`config.mk`:
```
export PLATFORM = sky130hd
export DESIGN_NAME = rw_ratio_sched
export DESIGN_NICKNAME = d
export VERILOG_FILES = /design/src/rtl/rw_ratio_sched.sv
export SDC_FILE = /design/constraint.sdc
export NUM_CORES = 1
export LEC_CHECK = 0
export BUFFER_PORTS_ARGS = -buffer_cell sky130_fd_sc_hd__buf_2
export CORE_ASPECT_RATIO = 0.6
export CORE_MARGIN = 8
export CORE_UTILIZATION = 64
export CTS_CLUSTER_DIAMETER = 120
export DETAILED_ROUTE_END_ITERATION = 10
export GPL_TIMING_DRIVEN = 1
export MAX_ROUTING_LAYER = met4
export PLACE_DENSITY = 0.83
export SYNTH_ARGS = -nofsm -noshare
export SYNTH_HDL_FRONTEND = slang
export SYNTH_SLANG_ARGS = --single-unit
```
`constraint.sdc`:
```
create_clock -name clk -period 10.3 [get_ports clk]
set_input_delay 0.515 -clock clk [delete_from_list [all_inputs] [get_ports clk]]
set_output_delay 0.515 -clock clk [all_outputs]
set_load 0.03 [all_outputs]
```
`src/rtl/rw_ratio_sched.sv`:
```
module rw_ratio_sched #(
  parameter int DEPTH  = 4,
  parameter int PRIO_W = 3,
  parameter int TAG_W  = 4,
  parameter int CNT_W  = 16
) (
  input  logic              clk,
  input  logic              rst_n,
  input  logic              enq_valid,
  input  logic              enq_is_write,
  input  logic [PRIO_W-1:0] enq_prio,
  input  logic [TAG_W-1:0]  enq_tag,
  output logic              enq_ready,
  input  logic              link_busy,
  input  logic [7:0]        ratio,
  output logic              grant_valid,
  output logic              grant_is_write,
  output logic [TAG_W-1:0]  grant_tag,
  output logic [CNT_W-1:0]  rd_count,
  output logic [CNT_W-1:0]  wr_count
);
  localparam int IDX_W = (DEPTH > 1) ? $clog2(DEPTH) : 1;
  localparam int OCC_W = $clog2(DEPTH + 1);
  localparam int MUL_W = CNT_W + 9;

  logic [DEPTH-1:0]  q_wr, n_wr;
  logic [PRIO_W-1:0] q_pr [DEPTH];
  logic [PRIO_W-1:0] n_pr [DEPTH];
  logic [TAG_W-1:0]  q_tg [DEPTH];
  logic [TAG_W-1:0]  n_tg [DEPTH];
  logic [OCC_W-1:0]  occ, n_occ, occ_a;

  logic              rd_hit, wr_hit;
  logic [IDX_W-1:0]  rd_idx, wr_idx, sel_idx;
  logic [PRIO_W-1:0] rd_p, wr_p;
  logic              pick_wr, read_lags, issue, push;
  logic [MUL_W-1:0]  lhs, rhs;

  assign enq_ready = (occ != OCC_W'(DEPTH));
  assign push      = enq_valid && enq_ready;
  assign issue     = !link_busy && !grant_valid && (occ != '0);

  always_comb begin
    rd_hit = 1'b0; wr_hit = 1'b0;
    rd_idx = '0;   wr_idx = '0;
    rd_p   = '0;   wr_p   = '0;
    for (int i = 0; i < DEPTH; i++) begin
      if (i < int'(occ)) begin
        if (q_wr[i]) begin
          if (!wr_hit || q_pr[i] > wr_p) begin
            wr_hit = 1'b1; wr_p = q_pr[i]; wr_idx = i[IDX_W-1:0];
          end
        end else begin
          if (!rd_hit || q_pr[i] > rd_p) begin
            rd_hit = 1'b1; rd_p = q_pr[i]; rd_idx = i[IDX_W-1:0];
          end
        end
      end
    end
  end

  assign lhs       = {1'b0, rd_count, 8'b0};
  assign rhs       = MUL_W'(ratio) * (MUL_W'(rd_count) + MUL_W'(wr_count));
  assign read_lags = (lhs <= rhs);

  always_comb begin
    if (!rd_hit)          pick_wr = 1'b1;
    else if (!wr_hit)     pick_wr = 1'b0;
    else if (ratio == 0)  pick_wr = (wr_p > rd_p) || (wr_p == rd_p && wr_idx < rd_idx);
    else                  pick_wr = !read_lags;
  end
  assign sel_idx = pick_wr ? wr_idx : rd_idx;

  always_comb begin
    n_wr = q_wr;
    for (int i = 0; i < DEPTH; i++) begin
      n_pr[i] = q_pr[i];
      n_tg[i] = q_tg[i];
    end
    if (issue) begin
      for (int i = 0; i < DEPTH - 1; i++) begin
        if (i >= int'(sel_idx)) begin
          n_wr[i] = q_wr[i+1];
          n_pr[i] = q_pr[i+1];
          n_tg[i] = q_tg[i+1];
        end
      end
    end
    occ_a = occ - OCC_W'(issue);
    if (push) begin
      n_wr[occ_a[IDX_W-1:0]] = enq_is_write;
      n_pr[occ_a[IDX_W-1:0]] = enq_prio;
      n_tg[occ_a[IDX_W-1:0]] = enq_tag;
    end
    n_occ = occ_a + OCC_W'(push);
  end

  always_ff @(posedge clk) begin
    if (!rst_n) begin
      occ <= '0;
      q_wr <= '0;
      for (int i = 0; i < DEPTH; i++) begin
        q_pr[i] <= '0;
        q_tg[i] <= '0;
      end
      grant_valid <= 1'b0;
      grant_is_write <= 1'b0;
      grant_tag <= '0;
      rd_count <= '0;
      wr_count <= '0;
    end else begin
      occ <= n_occ;
      q_wr <= n_wr;
      for (int i = 0; i < DEPTH; i++) begin
        q_pr[i] <= n_pr[i];
        q_tg[i] <= n_tg[i];
      end
      grant_valid <= issue;
      if (issue) begin
        grant_is_write <= pick_wr;
        grant_tag <= q_tg[sel_idx];
        if (pick_wr) wr_count <= wr_count + 1'b1;
        else         rd_count <= rd_count + 1'b1;
      end
    end
  end


  no_overflow_chk: assert property (@(posedge clk) disable iff (!rst_n)
    occ <= OCC_W'(DEPTH));


  full_drop_chk: assert property (@(posedge clk) disable iff (!rst_n)
    (enq_valid && !enq_ready && !issue) |=> (occ == $past(occ)));


  grant_gap_chk: assert property (@(posedge clk) disable iff (!rst_n)
    grant_valid |=> !grant_valid);


  busy_hold_chk: assert property (@(posedge clk) disable iff (!rst_n)
    link_busy |=> !grant_valid);


  cnt_idle_chk: assert property (@(posedge clk) disable iff (!rst_n)
    !grant_valid |-> ($stable(rd_count) && $stable(wr_count)));


  rd_step_chk: assert property (@(posedge clk) disable iff (!rst_n)
    (grant_valid && !grant_is_write) |-> (rd_count == $past(rd_count) + 1'b1));

endmodule

```
; Yosys cells after proc, flatten, opt, wreduce, memory -nomap -nowiden
; Memory sizes are Yosys's and may differ from the RTL's. A register that Yosys moved wholly into a read port is not among the register bits.
; Index checks and enable logic that the tools add are counted.
[classes]
n_bitwise = 10
eq_ne = 2
n_addsub = 5
reduce_logical = 27
multipliers = 1
magnitude_cmp = 20
n_mux = 100
[op_table]
columns = op, count
row1 = 3-bit two-way mux, 32
row2 = 1-bit two-way mux, 37
row3 = 16-bit by 1-bit adder with 16-bit output (second input constant), 2
row4 = 4-bit two-way mux, 8
row5 = 2-bit two-way mux, 13
row6 = 24-bit by 25-bit less-or-equal comparator with 1-bit output, 1
row7 = 8-bit by 17-bit multiplier with 25-bit output, 1
row8 = 12-bit two-way mux, 2
row9 = 3-bit greater-than comparator, 7
row10 = 16-bit by 16-bit adder with 17-bit output, 1
row11 = 16-bit bitwise mux, 1
row12 = 16-bit two-way mux, 1
row13 = 12-bit bitwise mux, 1
row14 = 1-bit logical NOT, 10
row15 = 9-bit two-way mux, 1
row16 = 4-bit demux with 2-bit select, 1
row17 = 8-bit logical NOT, 1
row18 = 1-bit OR, 8
row19 = 1-bit logical OR, 7
row20 = 3-bit demux with 2-bit select, 1
row21 = 1-bit logical AND, 6
row22 = 1-bit by 3-bit less-than comparator with 1-bit output (first input constant), 2
row23 = 2-bit by 3-bit less-than comparator with 1-bit output (first input constant), 2
row24 = 4-bit bitwise mux, 1
row25 = 16 further kinds, 18
[word_totals]
inputBits = 20
n_memories = 2
regBits = 41
mem_bits_rw = 28
[mem_list]
columns = memory, depth, width, read_ports, rd_clocked_by_memory_dff, wr, line
row1 = q_tg, 4, 4, 5, 1, 4, 29  ; logic [TAG_W-1:0] q_tg [DEPTH];
row2 = q_pr, 4, 3, 4, 0, 4, 27  ; logic [PRIO_W-1:0] q_pr [DEPTH];

; Logic depth before layout (Yosys ltp)
; An unclocked memory read counts as a cell.
[logic_depth]
word_depth = 31
depth_mapped = 41

; Least setup slack after synthesis
; Ideal clock, no wire load.
[synth_path]
path_type = reg-to-reg
start = register rd_count[0]
end = register rd_count[14]
arrival_ns = 9.295
required_time_ns = 10.229
path_slack_ns = 0.934
stages_incl_launch_ff = 40
period_less_slack_ns = 9.366
n_path_buf = 1
cell_sequence = dfxtp_1 ha_1 inv_1 fa_1 nor2b_1 o21ai_0 a21boi_0 o21ai_0 a21oi_1 o21ai_0 nand2b_1 xor2_1 and2_1 fa_1 fa_1 fa_1 inv_1 fa_1 (+4 left out) or4_4 o31ai_4 o21ai_0 a21o_1 a21oi_1 xor2_1 ha_1 a21oi_1 nor2b_1 a2111oi_0 o2111ai_1 o2111a_1 mux2_4 nor2_8 nand4_1 clkbuf_2 or3_1 a21oi_1
[synth_via]
elab_chain_cells = 9
word_cells_on_any_way = 10
[synth_rtl]
columns = item, line
row1 = start: declaration, 19  ; output logic [CNT_W-1:0] rd_count,
row2 = start signal: assignment, 123  ; else rd_count <= rd_count + 1'b1;
row3 = 16-bit by 16-bit adder with 17-bit output, 63  ; assign rhs = MUL_W'(ratio) * (MUL_W'(rd_count) + MUL_W'(wr_count));
row4 = 8-bit by 17-bit multiplier with 25-bit output, 63
row5 = 24-bit by 25-bit less-or-equal comparator with 1-bit output, 64  ; assign read_lags = (lhs <= rhs);
row6 = 1-bit logical NOT, 70  ; else pick_wr = !read_lags;
row7 = 1-bit two-way mux, 69  ; else if (ratio == 0) pick_wr = (wr_p > rd_p) || (wr_p == rd_p && wr_idx < rd_idx);
row8 = 1-bit two-way mux, 68  ; else if (!wr_hit) pick_wr = 1'b0;
row9 = 1-bit two-way mux, 67  ; if (!rd_hit) pick_wr = 1'b1;
row10 = 1-bit inverter (no line), --
row11 = 2-bit AND reduction (no line), --
; Parallel ways exist; a longest one is shown, timed or not.
; A chain may end at the register's enable or synchronous reset.

; Final worst setup path
[layout_path]
start = register wr_count[0]
end = register rd_count[6]
[layout_via]
elab_chain_cells = 9
[layout_rtl]
columns = item, line
row1 = start: declaration, 20  ; output logic [CNT_W-1:0] wr_count
row2 = start signal: assignment, 122  ; if (pick_wr) wr_count <= wr_count + 1'b1;
row3 = 16-bit by 16-bit adder with 17-bit output, 63
row4 = 8-bit by 17-bit multiplier with 25-bit output, 63
row5 = 24-bit by 25-bit less-or-equal comparator with 1-bit output, 64
row6 = 1-bit logical NOT, 70
row7 = 1-bit two-way mux, 69
row8 = 1-bit two-way mux, 68
row9 = 1-bit two-way mux, 67
row10 = 1-bit inverter (no line), --
row11 = 2-bit AND reduction (no line), --
; No other way between the ends.

==> flow_summary_export.csv <==
group,metric,value,unit
status,status,"finished, final reports clean",
yosys,yosysUniqueCellTypes,60,
finish,area_of_all_sequential_standard_cells,1460,µm²
place,pre_cts_setup_slack,0.221,ns
setup_path,cp.arrival,10.00,ns
die,std_cell_rows,34,
global_routing,largest_net_degree_at_the_start_of_global_routing,51,
timing,post-route-period-util,0.946,
finish,diodes,0,
setup_path,critical_path.startpoint_type,"flop",
route,detail_route.wirelength,26.4,mm
finish,mostFrequentLayoutCell,"sky130_fd_sc_hd__inv_1",
place,io_buffer_count,58,
finish,layout.cells.most_common_list,"159 x sky130_fd_sc_hd__inv_1, 105 x sky130_fd_sc_hd__ha_1, 95 x sky130_fd_sc_hd__and2_1",
clock_network,cts.hold.buffers_added,0,
finish,multi_input_comb_area,7560,µm²
timing,timing.fmax,0.103,GHz
yosys,postSynth.asyncResetShare,0,
global_routing,grt_use_met1,0.411,
yosys,synth-compound-area-share,0.128,
timing,final_period_minus_worst_setup_slack,9.74,ns
global_routing,grt_use_total,0.276,
place,gp_routability_congestion,0.932,
route,remaining_drc_errors,0,
clock_network,cts.clk_slew.worst_paths,0.05,ns
yosys,ys_warn_count,0,
die,effective_utilization_at_floorplan,0.662,
place,detailedPlacementHpwl,20.7,mm
timing,finalSetupViolCount,0,
die,die_w,175,µm
die,die_h,111,µm
yosys,syn_nets,1375,
clock_network,cts_tree,"yes",
yosys,post_synth_and_or_nand_nor_area_fraction,0.219,
global_routing,use_met3,0.0612,
pwr,power.ir.vdd_worst,0.140,mV
timing,timing.clock.skew,0.00625,ns
yosys,number_of_enable_flip_flop_cells_after_synthesis,0,
die,die-area,19500,µm²
global_routing,first_global_vias,8400,
global_routing,busiest_layer,"met1",
finish,share_of_final_layout_standard_cells_stronger_than_drive_strength_1,0.108,
clock_network,tritoncts.num_buffers,9,
setup_path,max_stage_delay,0.58,ns
pwr,p_leak,0.00501,µW
route,detailedRoute.firstIterationViolations,1031,
global_routing,antenna_found_initial,0,
yosys,synth_sequential_area_ratio,0.151,
yosys,ys_seq_elements,73,
yosys,postSynthAreaPerCell,8.36,µm²
timing,max-slew-margin-rel,0.351,
yosys,dominantRegCellSynth,"sky130_fd_sc_hd__dfxtp_1",
finish,layout.core_utilization,0.729,
setup_path,crit_path_end_kind,"flop",
route,dr.pass1.iters,5,
route,drt-vias-per-instance,6.11,
setup_path,crit_path_top_delay_cell,"sky130_fd_sc_hd__or4_4",
timing,worst_pin_slew,0.967,ns
clock_network,cts-htree-levels,3,
route,detailroute.via_count,8694,
yosys,area_of_the_mapped_netlist,9690,µm²
global_routing,grt_remaining_overflow,0,
min_path,worstHoldPathType,"input port to flop",
die,core_area,14600,µm²
run,maxCapViolations,0,
finish,filler_cell_count,1136,
finish,nets,1439,
global_routing,gr-usage-met2,0.378,
clock_network,clk-insertion-delay-late,0.34,ns
clock_network,buffers_from_clock_root_to_sink_at_most,2,
global_routing,grt_pass1_wl,43.2,mm
pwr,p_per_area,161,nW/µm²
finish,areaGrowthSynthToFinish,10.1,%
timing,final-max-slew-violation-count,0,
clock_network,root_cell_of_the_clock_tree,"sky130_fd_sc_hd__clkbuf_16",
timing,hold_viol_final,0,
yosys,post_synth_xor_area_fraction,0.0443,
setup_path,critical_path_required,10.56,ns
yosys,yosys.area_share.adder,0.324,
yosys,mux_share_of_post_synthesis_cell_area,0.0572,
die,pin_count,59,
setup_path,setup_cp_type,"flop to flop",
setup_path,cp_max_fo,12,
yosys,post_synth_inst_count,1159,
yosys,largest_family_of_logic_cells_by_synthesized_area,"adder cells",
route,detail-route-antenna-nets,0,
timing,postLayoutSetupSlackWorst,0.559,ns
route,wl_per_cell,18.6,µm
clock_network,clock_sinks,73,
-- cell type report --
type / count / share of cell area
inverter: 160 / 0.0563
sequential: 73 / 0.137
timing repair buffer: 86 / 0.0481
clock buffer: 11 / 0.0228
clock inverter: 3 / 0.00399
multi-input combinational: 893 / 0.708
tap: 198 / 0.0232
-- critical path: cells and delay by family (launching register included) --
| kind | cells | cell delay, ns |
|---|---|---|
| AO/OA/AOI/OAI | 16 | 3.14 |
| AND/OR/NAND/NOR | 8 | 1.67 |
| adder cells (fa/ha/maj) | 8 | 3.21 |
| flip-flops | 1 | 0.41 |
| buffers and inverters | 5 | 0.56 |
| multiplexers | 1 | 0.34 |
| XOR/XNOR | 2 | 0.31 |
-- synth_stat cells, types with 19 or more instances --
| master | n | area [µm²] |
|---|---|---|
| sky130_fd_sc_hd__dfxtp_1 | 73 | 1460 |
| sky130_fd_sc_hd__o21ai_0 | 49 | 245 |
| sky130_fd_sc_hd__and3_1 | 21 | 131 |
| sky130_fd_sc_hd__fa_1 | 91 | 1820 |
| sky130_fd_sc_hd__nand3_1 | 33 | 165 |
| sky130_fd_sc_hd__a21oi_1 | 45 | 225 |
| sky130_fd_sc_hd__xor2_1 | 19 | 166 |
| sky130_fd_sc_hd__xnor2_1 | 30 | 263 |
| sky130_fd_sc_hd__nand2_1 | 70 | 263 |
| sky130_fd_sc_hd__mux2i_1 | 46 | 460 |
| sky130_fd_sc_hd__and2_1 | 96 | 601 |
| sky130_fd_sc_hd__a211oi_1 | 31 | 233 |
| sky130_fd_sc_hd__inv_1 | 160 | 601 |
| sky130_fd_sc_hd__clkbuf_1 | 27 | 101 |
| sky130_fd_sc_hd__nor2_1 | 93 | 349 |
| sky130_fd_sc_hd__ha_1 | 105 | 1310 |
-- through the flow --
stage	total power, µW	hold slack [ns]	instance area (µm²)	setup TNS [ns]	std cells
after global routing	1820	0.515	10700	-0.0564	1424
after detailed placement	1290	0.493	10200	0	1399
after global placement	1270	0.494	10200	0	1399
after CTS	1610	0.478	10500	0	1413
after floorplan	1090	0.475	9690	0	1159
final	1720	0.489	10700	0	1424
-- state kept, by name, summed over array words and instances (netlist names) --
signal          cells
grant_is_write      1
grant_tag           4
grant_valid         1
occ                 3
q_pr               12
q_tg               16
q_wr                4
rd_count           16
wr_count           16
-- timing repair --
| item | in CTS | in global routing |
|---|---|---|
| endpoints found under the setup margin | 0 | 54 |
| hold endpoints to repair | 0 | 0 |
| resized for setup | 0 | 15 |
| buffers inserted | 0 | 10 |
-- logic make-up after synthesis --
family          Yosys count
compound gates          188
simple gates            406
flops                    73
xor+xnor                 49
buf+inv                 194
fa+ha+maj               196
mux                      53
-- metal layers --
layer | routed length [µm] | part of all wire
met1 | 12300 | 0.47
met2 | 10900 | 0.41
met3 | 3030 | 0.11
met4 | 204 | 0.0077
met5 | 0 | 0
-- final timing paths --
| path | from | end | slack, ns | depth (start not counted) |
|---|---|---|---|---|
| min | enq_prio[2] | q_pr[3][2] | 0.49 | 3 |
| max reg2reg | wr_count[0] | rd_count[6] | 0.56 | 40 |
| max | wr_count[0] | rd_count[6] | 0.56 | 40 |
| min reg2reg | grant_tag[0] | grant_tag[0] | 0.51 | 2 |
-- where the power goes --
group | internal [µW] | switching, µW
registers | 344 | 77.0
clock network | 191 | 115
logic | 368 | 623
total | 903 | 815
No activity file was read; power rests on OpenSTA's default activity.
